## src/rtl/fu_pkg.sv

```systemverilog
package fu_pkg;

    typedef enum logic [3:0] {
        FS_PASS_A   = 4'b0000,
        FS_INC      = 4'b0001,
        FS_ADD      = 4'b0010,
        FS_ADD_C    = 4'b0011,
        FS_ADD_NB   = 4'b0100,
        FS_SUB      = 4'b0101,
        FS_DEC      = 4'b0110,
        FS_PASS_A2  = 4'b0111,
        FS_AND      = 4'b1000,
        FS_OR       = 4'b1001,
        FS_XOR      = 4'b1010,
        FS_NOT      = 4'b1011,
        FS_PASS_B   = 4'b1100,
        FS_SHR      = 4'b1101,
        FS_SHL      = 4'b1110,
        FS_CLEAR    = 4'b1111
    } fs_e;

    typedef enum logic [1:0] {
        Y_ZERO = 2'b00,
        Y_B    = 2'b01,
        Y_NOTB = 2'b10,
        Y_ONES = 2'b11
    } ysel_e;

    typedef enum logic [1:0] {
        LG_AND = 2'b00,
        LG_OR  = 2'b01,
        LG_XOR = 2'b10,
        LG_NOT = 2'b11
    } lop_e;

    typedef enum logic [1:0] {
        SH_PASS  = 2'b00,
        SH_RIGHT = 2'b01,
        SH_LEFT  = 2'b10,
        SH_ZERO  = 2'b11
    } shop_e;

    typedef enum logic [1:0] {
        SRC_ARITH = 2'b00,
        SRC_LOGIC = 2'b01,
        SRC_SHIFT = 2'b10
    } src_e;

    typedef struct packed {
        logic v;
        logic c;
        logic n;
        logic z;
    } status_t;

    typedef struct packed {
        src_e  src;
        ysel_e ysel;
        logic  cin;
        lop_e  lop;
        shop_e shop;
    } decode_t;

    function automatic decode_t decode_fs(input logic [3:0] fs);
        decode_t d;
        if (fs[3] && fs[2])
            d.src = SRC_SHIFT;
        else if (fs[3])
            d.src = SRC_LOGIC;
        else
            d.src = SRC_ARITH;
        d.ysel = ysel_e'(fs[2:1]);
        d.cin  = fs[0];
        d.lop  = lop_e'(fs[1:0]);
        d.shop = shop_e'(fs[1:0]);
        return d;
    endfunction

endpackage

```

## src/rtl/fu_arith.sv

```systemverilog
module fu_arith
    import fu_pkg::*;
#(
    parameter int W = 16
) (
    input  logic [W-1:0] a,
    input  logic [W-1:0] b,
    input  ysel_e        ysel,
    input  logic         cin,
    output logic [W-1:0] sum,
    output logic         cout,
    output logic         ovf
);
    localparam int MSB = W - 1;

    logic [W-1:0] y;
    logic [W:0]   wide;

    always_comb begin
        unique case (ysel)
            Y_ZERO:  y = '0;
            Y_B:     y = b;
            Y_NOTB:  y = ~b;
            default: y = '1;
        endcase
    end

    assign wide = {1'b0, a} + {1'b0, y} + {{W{1'b0}}, cin};
    assign sum  = wide[W-1:0];
    assign cout = wide[W];
    assign ovf  = (a[MSB] == y[MSB]) && (wide[MSB] != a[MSB]);
endmodule

```

## src/rtl/fu_logic.sv

```systemverilog
module fu_logic
    import fu_pkg::*;
#(
    parameter int W = 16
) (
    input  logic [W-1:0] a,
    input  logic [W-1:0] b,
    input  lop_e         lop,
    output logic [W-1:0] res
);
    always_comb begin
        unique case (lop)
            LG_AND:  res = a & b;
            LG_OR:   res = a | b;
            LG_XOR:  res = a ^ b;
            default: res = ~a;
        endcase
    end
endmodule

```

## src/rtl/fu_shift.sv

```systemverilog
module fu_shift
    import fu_pkg::*;
#(
    parameter int W = 16
) (
    input  logic [W-1:0] b,
    input  shop_e        shop,
    output logic [W-1:0] res
);
    localparam int MSB = W - 1;

    for (genvar i = 0; i < W; i++) begin : g_bit
        logic from_hi;
        logic from_lo;
        if (i == MSB) begin : g_top
            assign from_hi = 1'b0;
        end else begin : g_mid_hi
            assign from_hi = b[i+1];
        end
        if (i == 0) begin : g_bot
            assign from_lo = 1'b0;
        end else begin : g_mid_lo
            assign from_lo = b[i-1];
        end
        always_comb begin
            unique case (shop)
                SH_PASS:  res[i] = b[i];
                SH_RIGHT: res[i] = from_hi;
                SH_LEFT:  res[i] = from_lo;
                default:  res[i] = 1'b0;
            endcase
        end
    end
endmodule

```

## src/rtl/fu_core.sv

```systemverilog
module fu_core
    import fu_pkg::*;
#(
    parameter int WIDTH = 16
) (
    input  logic [WIDTH-1:0] op_a,
    input  logic [WIDTH-1:0] op_b,
    input  logic [3:0]       func_sel,
    output logic [WIDTH-1:0] result,
    output logic             flag_v,
    output logic             flag_c,
    output logic             flag_n,
    output logic             flag_z
);
    localparam int MSB = WIDTH - 1;

    decode_t          dec;
    logic [WIDTH-1:0] arith_res;
    logic [WIDTH-1:0] logic_res;
    logic [WIDTH-1:0] shift_res;
    logic             arith_cout;
    logic             arith_ovf;
    status_t          st;

    assign dec = decode_fs(func_sel);

    fu_arith #(.W(WIDTH)) u_arith (
        .a    (op_a),
        .b    (op_b),
        .ysel (dec.ysel),
        .cin  (dec.cin),
        .sum  (arith_res),
        .cout (arith_cout),
        .ovf  (arith_ovf)
    );

    fu_logic #(.W(WIDTH)) u_logic (
        .a   (op_a),
        .b   (op_b),
        .lop (dec.lop),
        .res (logic_res)
    );

    fu_shift #(.W(WIDTH)) u_shift (
        .b    (op_b),
        .shop (dec.shop),
        .res  (shift_res)
    );

    always_comb begin
        unique case (dec.src)
            SRC_ARITH: result = arith_res;
            SRC_LOGIC: result = logic_res;
            default:   result = shift_res;
        endcase
    end

    always_comb begin
        st   = '0;
        st.n = result[MSB];
        st.z = ~|result;
        if (dec.src == SRC_ARITH) begin
            st.c = arith_cout;
            st.v = arith_ovf;
        end
    end

    assign flag_v = st.v;
    assign flag_c = st.c;
    assign flag_n = st.n;
    assign flag_z = st.z;
endmodule

```

## config.mk

```make
export PLATFORM = sky130hd
export DESIGN_NAME = fu_core
export DESIGN_NICKNAME = d
export VERILOG_FILES = /design/src/rtl/fu_pkg.sv /design/src/rtl/fu_arith.sv /design/src/rtl/fu_logic.sv /design/src/rtl/fu_shift.sv /design/src/rtl/fu_core.sv
export SDC_FILE = /design/constraint.sdc
export NUM_CORES = 1
export LEC_CHECK = 0
export ABC_AREA = 1
export BUFFER_PORTS_ARGS = -buffer_cell sky130_fd_sc_hd__buf_2
export CORE_AREA = 2 2 95 97
export DETAILED_ROUTE_END_ITERATION = 8
export DIE_AREA = 0 0 97 99
export PLACE_DENSITY = 0.63
export SYNTH_ARGS = -nofsm -noshare
export SYNTH_HDL_FRONTEND = slang
export SYNTH_HIERARCHICAL = 1
export SYNTH_SLANG_ARGS = --single-unit
```

## constraint.sdc

```tcl
create_clock -name vclk -period 3.86
set_clock_uncertainty 0.2 [all_clocks]
set_input_delay 0.386 -clock vclk [all_inputs]
set_output_delay 0.386 -clock vclk [all_outputs]
set_load 0.05 [all_outputs]
```

==> metrics.txt <==
gr usage total=about a fifth; post-synth net total=658; Max VDD drop=roughly 76 µV; global route overflow=0; Synth Instances=around 570; Starting DRT DRC Count=between 150 and 200; internal power=191 µW; Initial Util=37.5%; RePlAce Congestion=0.911; LEAKAGE=0.00207 µW; WL per Instance=about 14 µm; pwr dens=between 150 and 200 nW/µm²; Switch Pwr=between 400 and 500 µW; WP data required=roughly 3.3 ns; setup_tns=0 ns; f_max=~280 MHz; antenna violations before repair=0; core box area=roughly 8600 µm²; total die area=between 9000 and 10000 µm²; Layout area overhead=7.96%; design area=about 3500 µm²; Gate power share=100.0%; minimum clock period=between 3 and 4 ns; DRC Markers=0; Worst setup SP type=input pin; synthesized area=around 3200 µm²; Slew Viols, Final=0; Final period util=between 90 and 100%; RSZ-0062 raised after global routing=no; outcome=finished, final reports clean; Die Span Y=99 µm; worst hold slack=approximately 1.2 ns; crit path DAT=roughly 3 ns; DIE WIDTH=between 90 and 100 µm; number of library cell types mapped by synthesis=33; share of layout cells above drive strength 1=roughly 17%; DR vias/cell=slightly above 5; crit end category=output port; Post-DRT Antenna Nets=0; number of fill cells=between 900 and 1k; min-delay worst type=in2out; Worst slew margin=approximately 62%; DR pass1 iterations=9; Seq pwr share=0%; sequential cell count=0; Sw Share=a little over two thirds; n_diodes=0; final WL=around 9.7 mm; routed vias=~3.7k; dpl hpwl=7.36 mm; Placement Cell Area=approximately 3500 µm²; Syn Area/Cell=around 5.6 µm²; Least-Margin Pin Slew=0.572 ns; I/O pins=56; CLK BUF=0; number of global-route vias before repair=between 3k and 4k; Final #Nets=697; pin count of the biggest net entering global routing=36; Post-CTS Setup Bufs=0; PortBufs=between 50 and 60; Final Hold Fails=0; Tot Pwr=640 µW; # setup viols final=0; yosys warns=6; sequential cell area=0 µm²; Max-Cap Viols=0; first-pass GRT wire length=16.9 mm; Worst Setup Path Type=in2out; clock power share=0%; commonest cells after routing, fill and taps aside=nand2_1 (146), nand3_1 (105), inv_1 (104); crit-path max FO=4; Cell Rows=34; share of the yosys chip area belonging to registers=0%; commonest non-fill, non-tap cell in the layout=nand2_1
per-stage QoR:
step	utilization [%]	instances	setup WS (ns)
after floorplan	-	573	0.203
after global placement	40.4	718	0.311
after detailed placement	40.4	718	0.241
after CTS	40.4	718	0.233
after global routing	40.5	718	0.00781
final	40.5	718	0.276
Yosys cell counts (all sizes together):
library cell	number	share of area (%)
nor2	58	8.6
a21oi	11	1.8
nand2	161	20
nand3b	1	0.23
nand4	16	5.1
a21boi	1	0.23
inv	109	13
clkbuf	2	0.23
fa	2	1.2
nand3	106	17
ha	47	18
buf	24	7.0
xor2	10	2.7
o21bai	2	0.47
xnor2	1	0.27
o21ai	20	3.1
nor3	2	0.47
path summary, 6_finish.rpt:
check / cells past startpoint / to / from / slack (ns)
hold / removal: 7 / flag_v / op_a[15] / 1.18
setup / recovery: 21 / flag_z / func_sel[2] / 0.28
metal layers:
metal,vias up,wire length [µm],global-route usage [%]
met4,0,199,5.09
met1,1664,4350,26.2
met5,-,0,0
li1,1876,-,-
met3,14,454,0.780
met2,103,4740,37.4
kinds of logic after synthesis:
kind of cell / after synthesis / synth area share [%]
simple gates: 344 / 51.5
buf+inv: 135 / 20.2
fa+ha+maj: 49 / 19.6
compound gates: 34 / 5.66
xor+xnor: 11 / 3.00
power by group through the flow:
stage	Sequential, µW	Combinational (µW)	Clock [µW]
floorplan	0	492	0
global placement	0	629	0
detailed placement	0	636	0
CTS	0	639	0
global route	0	714	0
finish	0	640	0
worst max-delay path, cell delays in order:
cell	delay (ns)
buf_2	0.10
inv_1	0.09
o21ai_0	0.10
fa_1	0.42
fa_1	0.44
nand3_1	0.12
nand2_2	0.09
nand2_1	0.07
nand2_1	0.07
nand3_1	0.11
nand2_1	0.06
nand2_1	0.05
nand2_1	0.04
nand2_1	0.05
nand2_1	0.06
nor2_1	0.12
nand2_1	0.07
nor2_1	0.09
nand2_1	0.06
nor2_1	0.13
clkbuf_4	0.25
final cells by class:
class                           count  area, µm²  area share [%]
Inverter                          109        417            12.0
Multi-Input combinational cell    438       2560            73.9
Tap cell                          108        135            3.90
Timing Repair Buffer               63        352            10.2
what timing repair did:
action / CTS / global route
endpoints found under the setup margin: 0 / 1
hold buffers: 0 / 0
resized for setup: 0 / 2
Note: power is estimated with default switching activity, not from simulation.
